===== src/rtl/clkgen_pkg.sv =====
package clkgen_pkg;
  localparam int SYS_CW    = 6;   // counts up to divide-by-64
  localparam int SUB_CW    = 3;   // counts up to divide-by-8
  localparam int PRE_S_W   = 17;  // system prescaler width
  localparam int PRE_W_W   = 10;  // watch prescaler width including /4 stage
  localparam int PRE_W_SKP = 2;   // low stages that form the /4 pre-divide

  // system select code -> log2 of divisor
  function automatic logic [2:0] sys_shift(input logic [2:0] code);
    case (code)
      3'd0:    sys_shift = 3'd0;
      3'd1:    sys_shift = 3'd3;
      3'd2:    sys_shift = 3'd4;
      3'd3:    sys_shift = 3'd5;
      default: sys_shift = 3'd6;
    endcase
  endfunction

  // subclock select code -> log2 of divisor
  function automatic logic [1:0] sub_shift(input logic [1:0] code);
    case (code)
      2'd0:    sub_shift = 2'd1;
      2'd1:    sub_shift = 2'd2;
      default: sub_shift = 2'd3;
    endcase
  endfunction
endpackage


===== src/rtl/rate_divider.sv =====
module rate_divider #(
  parameter int CW  = 6,
  parameter int SHW = $clog2(CW + 1)
) (
  input  logic           clk,
  input  logic           rst,
  input  logic           in_en,
  input  logic [SHW-1:0] req_shift,
  output logic           out_en
);
  logic [CW-1:0]  cnt;
  logic [SHW-1:0] act_shift;
  logic [CW-1:0]  mask;
  logic           term;

  always_comb begin
    mask = ~({CW{1'b1}} << act_shift);
    term = ((cnt & mask) == mask);
  end

  always_ff @(posedge clk) begin
    if (rst) begin
      cnt       <= '0;
      act_shift <= req_shift;
      out_en    <= 1'b0;
    end else begin
      out_en <= in_en & term;
      if (in_en) begin
        if (term && (req_shift != act_shift)) begin
          act_shift <= req_shift;
          cnt       <= '0;
        end else begin
          cnt <= cnt + CW'(1);
        end
      end
    end
  end
endmodule


===== src/rtl/tick_prescaler.sv =====
module tick_prescaler #(
  parameter int W   = 17,
  parameter int SKP = 0,
  localparam int TW = W - SKP
) (
  input  logic          clk,
  input  logic          rst,
  input  logic          adv,
  output logic [TW-1:0] taps
);
  logic [W-1:0]  cnt;
  logic [TW-1:0] roll;

  for (genvar i = SKP; i < W; i++) begin : g_roll
    assign roll[i-SKP] = &cnt[i:0];
  end

  always_ff @(posedge clk) begin
    if (rst) begin
      cnt  <= '0;
      taps <= '0;
    end else begin
      taps <= adv ? roll : '0;
      if (adv) cnt <= cnt + W'(1);
    end
  end
endmodule


===== src/rtl/src_latch.sv =====
module src_latch (
  input  logic clk,
  input  logic rst,
  input  logic rst_wdt,
  input  logic pin,
  output logic sel_ext
);
  always_ff @(posedge clk) begin
    if (rst && !rst_wdt) sel_ext <= pin;
  end
endmodule


===== src/rtl/clkgen_top.sv =====
module clkgen_top
  import clkgen_pkg::*;
#(
  parameter int SYS_W  = SYS_CW,
  parameter int SUB_W  = SUB_CW,
  parameter int PS_W   = PRE_S_W,
  parameter int PW_W   = PRE_W_W,
  parameter int PW_SKP = PRE_W_SKP,
  localparam int SYS_SHW = $clog2(SYS_W + 1),
  localparam int SUB_SHW = $clog2(SUB_W + 1),
  localparam int PW_TW   = PW_W - PW_SKP
) (
  input  logic             clk,
  input  logic             rst,
  input  logic             rst_is_wdt,
  input  logic             src_pin,
  input  logic             osc_ext_en,
  input  logic             osc_int_en,
  input  logic             watch_en,
  input  logic [2:0]       sys_div_sel,
  input  logic [1:0]       sub_div_sel,
  output logic             sys_en,
  output logic             sub_en,
  output logic [PS_W-1:0]  pre_s_tap,
  output logic [PW_TW-1:0] pre_w_tap
);
  logic               src_ext;
  logic               osc_pick;
  logic [SYS_SHW-1:0] sys_req;
  logic [SUB_SHW-1:0] sub_req;

  src_latch u_src (
    .clk     (clk),
    .rst     (rst),
    .rst_wdt (rst_is_wdt),
    .pin     (src_pin),
    .sel_ext (src_ext)
  );

  always_comb begin
    osc_pick = src_ext ? osc_ext_en : osc_int_en;
    sys_req  = SYS_SHW'(sys_shift(sys_div_sel));
    sub_req  = SUB_SHW'(sub_shift(sub_div_sel));
  end

  rate_divider #(.CW(SYS_W)) u_sys_div (
    .clk       (clk),
    .rst       (rst),
    .in_en     (osc_pick),
    .req_shift (sys_req),
    .out_en    (sys_en)
  );

  rate_divider #(.CW(SUB_W)) u_sub_div (
    .clk       (clk),
    .rst       (rst),
    .in_en     (watch_en),
    .req_shift (sub_req),
    .out_en    (sub_en)
  );

  tick_prescaler #(.W(PS_W), .SKP(0)) u_pre_s (
    .clk  (clk),
    .rst  (rst),
    .adv  (sys_en),
    .taps (pre_s_tap)
  );

  tick_prescaler #(.W(PW_W), .SKP(PW_SKP)) u_pre_w (
    .clk  (clk),
    .rst  (rst),
    .adv  (watch_en),
    .taps (pre_w_tap)
  );
endmodule


===== config.mk =====
export PLATFORM = sky130hd
export DESIGN_NAME = clkgen_top
export DESIGN_NICKNAME = d
export VERILOG_FILES = /design/src/rtl/clkgen_pkg.sv /design/src/rtl/rate_divider.sv /design/src/rtl/tick_prescaler.sv /design/src/rtl/src_latch.sv /design/src/rtl/clkgen_top.sv
export SDC_FILE = /design/constraint.sdc
export NUM_CORES = 1
export LEC_CHECK = 0
export CAP_MARGIN = 25
export CORE_ASPECT_RATIO = 1.2
export CORE_MARGIN = 2
export CORE_UTILIZATION = 58
export DETAILED_ROUTE_END_ITERATION = 8
export GPL_TIMING_DRIVEN = 0
export PLACE_DENSITY = 0.83
export SLEW_MARGIN = 5
export SYNTH_ARGS = -nofsm -noshare
export SYNTH_HDL_FRONTEND = slang
export SYNTH_HIERARCHICAL = 1
export SYNTH_SLANG_ARGS = --single-unit

===== constraint.sdc =====
create_clock -name clk -period 4.6 [get_ports clk]
set_input_delay 0.69 -clock clk [delete_from_list [all_inputs] [get_ports clk]]
set_output_delay 0.69 -clock clk [all_outputs]
set_load 0.1 [all_outputs]

==> results.cfg, run 1 <==
[status]
status = finished, final reports clean

[route]
dr.pass1.iters = 4
drtIter0Drc = 131
wl_mm = 5.35
vias = 2145
wl_per_cell_microns = 13.5
post-route-drc-count = 0
via_per_inst = 5.43
drtAntennaViolNets = 0

[synthesis]
synth_top_cell_by_area = dfxtp_1
yosysSeqAreaShare = 0.490
syn_area_sq_um = 2940
synth_edf_count = 6
yosysMostFrequentCell = dfxtp_1
syn-num-nets = 306
yosys_register_bits = 69
ys_warn_count = 6
syn_area_per_cell_sq_um = 10.4
ys_types = 52
syn_inst = 283
synth.top_cell.area_share = 0.429
synthTopCellsByCount = dfxtp_1, nor2_1, xnor2_1
synth_top_flop_cell = dfxtp_1
synth_area_leaders = dfxtp_1, edfxtp_1, xnor2_1, nor2_1, ha_1
async_flop_share = 0

[grt]
grt_pass1_vias = 2047
grt_max_degree = 14
grt_usage = 0.217
grt_pass1_wl_mm = 9.01
overflow = 0
antenna_found_initial = 0

[cells_and_area]
fin_nets = 355
fillerInstances = 384
drive_above_1_share = 0.116
antenna_cells = 0
area_delta_synth_final_pct = 21.1
final_core_util = 0.726

[timing]
fmax_ghz = 0.395
relSlewSlack = 0.342
final.setup.tns_ns = 0
drv_slew = 0
worst_pin_slew_ns = 0.983
setup_viol = 0
finClkSkew_ns = 0.00752
fin_crit_sh = 0.550
finalHoldViolCount = 0
period_minus_slack_ns = 2.53
rsz0062_at_grt = no

[run]
max-cap-violations = 0

[floorplan]
rows = 28
dieWidth_microns = 69.0
core-area_sq_um = 4900
fp.dieH_microns = 82.0
initial_core_util = 0.599
io_pins = 39
die_area_sq_um = 5660

[placement]
place.gp.congestion = 0.770
io_buffer_count = 38
dpl.hpwl_mm = 3.85

[worst_setup_path]
path_buf_inv = 1
cp_max_fo = 3
arrival_ns = 1.84
crit_chain = clkdlybuf4s50_1
r2r_slack_ns = 2.85
ff2ff_path_depth = 8
cp_top_family = buffers and inverters
endpoint_kind = primary output
critPathKind = reg -> out
cpPeakStageDelay_ns = 1.14
worst-path-stages = 1
required_ns = 3.91
slowest_stage = clkdlybuf4s50_1
r2r_start = u_pre_w/cnt[0]
crit_path_start = u_sys_div/out_en
crit_end = sys_en
r2r-end = u_pre_w/cnt[8]
start_kind = flop

[power]
power_density_nw_per_um2 = 316
irDropWorstVdd_v = 0.000224
leakage_nw = 1.36

[clock_network]
cts_hold_buf = 0
cts_resized = 0
worstSkewPairLatency_ns = 0.34
cts_tree = done
clock-root-buffer = clkbuf_8
clock-sinks = 69
htreeDepth = 3
cts_buffer_depth = 2
cts.clk_slew.worst_paths_ns = 0.06
cts_made_buffers = 9
cts_setup_buffers = 0

[hold_path]
hold_path_class = reg -> reg
==> power by group <==
part / internal (W) / switching [W]
sequential: 0.000616 / 0.0000133
clock: 0.000217 / 0.000207
combinational: 0.0000356 / 0.0000344
total: 0.000869 / 0.000254
==> cell type report <==
class                   count  area, sq um  share of cell area
flip-flops and latches     69         1440               0.405
plain buffers               7         46.3              0.0130
inverters                  10         37.5              0.0105
repair buffers             38          380               0.107
clock inverters             2         10.0             0.00281
well taps                  60         75.1              0.0211
multi-input cells         197         1420               0.397
clock buffers              12          155              0.0436
==> metrics by stage <==
step / setup WS (ns) / hold WS [ns] / power (W) / instance area (sq um) / std cells
2_1_floorplan: 2.60 / 0.440 / 0.000688 / 2940 / 283
3_3_place_gp: 2.03 / 0.459 / 0.000709 / 3400 / 381
3_5_place_dp: 2.00 / 0.473 / 0.000712 / 3400 / 381
4_1_cts: 2.04 / 0.484 / 0.00113 / 3560 / 395
5_1_grt: 2.02 / 0.520 / 0.00117 / 3560 / 395
6_report: 2.07 / 0.488 / 0.00112 / 3560 / 395
==> per-layer routing <==
metal  part of all wire  track usage
met4              0.013        0.106
met2               0.53        0.374
met1               0.42        0.242
met3              0.045       0.0589
met5                  0            0
==> cells in the final DEF, fill, tap and decap left out, drive strengths merged, types with 11 or more instances in the layout <==
master         Yosys  layout
xnor2             16      16
and2              12      12
clkdlybuf4s50      0      38
clkbuf             3      15
nand2             15      15
dfxtp             63      63
nand3             16      16
ha                11      11
nor2              37      37
==> state kept, by name, indices dropped and copies added, names as in the netlist, 2 cells and up <==
| signal | count |
|---|---|
| u_sub_div/cnt | 3 |
| u_pre_w/cnt | 10 |
| u_sys_div/act_shift | 3 |
| u_pre_s/taps | 17 |
| u_sub_div/act_shift | 2 |
| u_pre_s/cnt | 17 |
| u_pre_w/taps | 8 |
| u_sys_div/cnt | 6 |
==> cell families (layout without fill, tap and decap cells) <==
kind of cell	Yosys count	count (layout)	share of synthesized area
xor+xnor	24	24	0.0715
flops	69	69	0.490
mux	12	12	0.0434
simple gates	127	127	0.252
fa+ha+maj	11	11	0.0468
compound gates	23	23	0.0677
buf+inv	17	69	0.0285
==> worst reg2reg max path: cells and delay by family, from the launching register on <==
family                     cells  cell delay, ns
adders and majority gates      2            0.44
and+or+nand+nor                4            0.43
muxes                          1            0.13
buffers and inverters          1            0.20
DFF                            1            0.43
==> worst min-delay path by stage <==
stage	startpoint	to	slack, ns	depth (start not counted)
2_1_floorplan	u_pre_s/cnt[15]	u_pre_s/taps[15]	0.44	2
3_3_place_gp	u_pre_w/cnt[9]	u_pre_w/cnt[9]	0.46	2
3_5_place_dp	u_pre_w/cnt[9]	u_pre_w/cnt[9]	0.47	2
4_1_cts	u_pre_w/cnt[9]	u_pre_w/cnt[9]	0.48	2
5_1_grt	u_pre_w/cnt[9]	u_pre_w/taps[7]	0.52	1
6_report	u_pre_w/cnt[9]	u_pre_w/cnt[9]	0.49	2
(Power assumes the default switching activity.)
==> run 2, diff against run 1 <==
CORE_UTILIZATION = 49   (was 58)
PLACE_DENSITY = 0.75   (was 0.83)
clock period = 2.2 ns   (was 4.6 ns; I/O delays follow)
==> run 2 against run 1 <==
Compared with the run above: core utilization down 8.7 points; clock skew hardly changed; clock-buffer cell count did not move; via count decreased by 2.5%; final cell count grew 5.6%; worst setup slack got worse by 2.0 ns; sequential cell count is the same; sequential power up 110%; power rose by 140%; global-route usage down 5.1 points; critical path type unchanged; critical path depth unchanged.
==> results.cfg, run 2 (same netlist as run 1, synthesis figures left out) <==
[cells_and_area]
final_common_cell = dfxtp_1
fin_nets = 355
antenna_cells = 0
final_cell_mix = dfxtp_1, clkdlybuf4s50_1, nor2_1, xnor2_1, nand2_1
area_delta_synth_final_pct = 24.9
drive_above_1_share = 0.125
fillerInstances = 478
largestRegisters = u_pre_s/cnt: 17 flops, u_pre_s/taps: 17 flops, u_pre_w/cnt: 10 flops
final_area_sq_um = 3670

[worst_setup_path]
cpPeakStageDelay_ns = 1.13
critPathKind = reg -> out
required_ns = 1.87
arrival_ns = 1.80
cp_top_family = buffers and inverters
path_buf_inv = 1
endpoint_kind = primary output
start_kind = flop
cp_max_fo = 1
slowest_stage = clkdlybuf4s50_1
crit_chain = clkdlybuf4s50_1

[clock_network]
htreeDepth = 3
cts_tree = done
clock-sinks = 69
cts_buffer_depth = 2
clock-root-buffer = clkbuf_8
cts_hold_buf = 0
cts_made_buffers = 9
worstSkewPairLatency_ns = 0.34
cts.clk_slew.worst_paths_ns = 0.07

[placement]
dpl-instance-area_sq_um = 3420
place.gp.congestion = 0.822
io_buffer_count = 38
dp_slack_ns = -0.0508
dpl.hpwl_mm = 3.43

[route]
drtIter0Drc = 76
vias = 2092
drtAntennaViolNets = 0
dr.pass1.iters = 5
via_per_inst = 5.02
post-route-drc-count = 0
wl_per_cell_microns = 11.7
wl_mm = 4.89

[power]
finalPower_w = 0.00271
power.share.sequential = 0.484
p_clk_frac = 0.463
intPower_w = 0.00213
irDropWorstVdd_v = 0.000638
power_frac_comb = 0.053
leakage_nw = 1.40
sw_frac_of_total = 0.213
power_density_nw_per_um2 = 738
power.switching_w = 0.000579

[grt]
overflow = 0
grt_usage = 0.166
grt_pass1_vias = 1853
antenna_found_initial = 0
grt_max_degree = 14
grt_pass1_wl_mm = 8.26

[timing]
fmax_ghz = 0.470
drv_slew = 0
fin_crit_sh = 0.968
worst_pin_slew_ns = 0.975
period_minus_slack_ns = 2.13
finalHoldViolCount = 0
finClkSkew_ns = 0.00725
relSlewSlack = 0.348
fin_ws_ns = 0.0701
setup_viol = 0
rsz0062_at_grt = no

[floorplan]
die_area_sq_um = 6640
dieWidth_microns = 74.7
io_pins = 39
rows = 30
initial_core_util = 0.512
core-area_sq_um = 5740
fp.dieH_microns = 88.9

[hold_path]
hold_path_class = reg -> reg

[status]
status = finished, final reports clean

[run]
max-cap-violations = 0
-- run 2: power groups by stage --
stage	clock (W)	sequential [W]	combinational, W
4_1_cts	0.00128	0.00131	0.000145
2_1_floorplan	0	0.00134	0.0000969
6_report	0.00125	0.00131	0.000143
5_1_grt	0.00133	0.00132	0.000161
3_3_place_gp	0	0.00134	0.000141
3_5_place_dp	0	0.00134	0.000145
-- run 2: path summary, 6_finish.rpt --
check                   startpoint        endpoint  slack [ns]  depth (start not counted)
setup reg to reg    u_pre_w/cnt[0]  u_pre_w/cnt[8]        0.42                          8
hold / removal      u_pre_w/cnt[9]  u_pre_w/cnt[9]        0.49                          2
setup / recovery  u_sub_div/out_en          sub_en        0.07                          1
hold reg to reg     u_pre_w/cnt[9]  u_pre_w/cnt[9]        0.49                          2
-- run 2: stage by stage --
stage / std cells / TNS (ns) / hold WS, ns / utilization
3_3_place_gp: 401 / -0.0290 / 0.458 / 0.596
6_report: 417 / 0 / 0.489 / 0.639
5_1_grt: 417 / 0 / 0.517 / 0.639
3_5_place_dp: 401 / -0.125 / 0.474 / 0.596
2_1_floorplan: 283 / 0 / 0.399 / -
4_1_cts: 417 / 0 / 0.486 / 0.639
-- run 2: routing by layer --
metal,track usage,routed length (microns),up-vias
met5,0,0,-
met3,0.0410,176,5
met1,0.190,2280,949
met4,0.0974,56,0
li1,-,-,1091
met2,0.278,2380,47
-- run 2: layout make-up --
class | instances | area (sq um) | share of cell area
multi-input cells | 197 | 1420 | 0.385
clock inverters | 4 | 76.3 | 0.0208
well taps | 80 | 100 | 0.0273
flip-flops and latches | 69 | 1440 | 0.393
repair buffers | 38 | 379 | 0.103
inverters | 10 | 37.5 | 0.0102
clock buffers | 12 | 176 | 0.0480
plain buffers | 7 | 46.3 | 0.0126
-- run 2: what timing repair did --
item	4_1_cts	5_1_grt
endpoints found under the setup margin	1	0
resized for setup	1	0
buffers inserted	0	0
==> run 3, diff against run 2 <==
CAP_MARGIN = not set   (was 25)
==> results of run 3 <==
No change in the layout: final DEF, timing and power equal those of run 2.
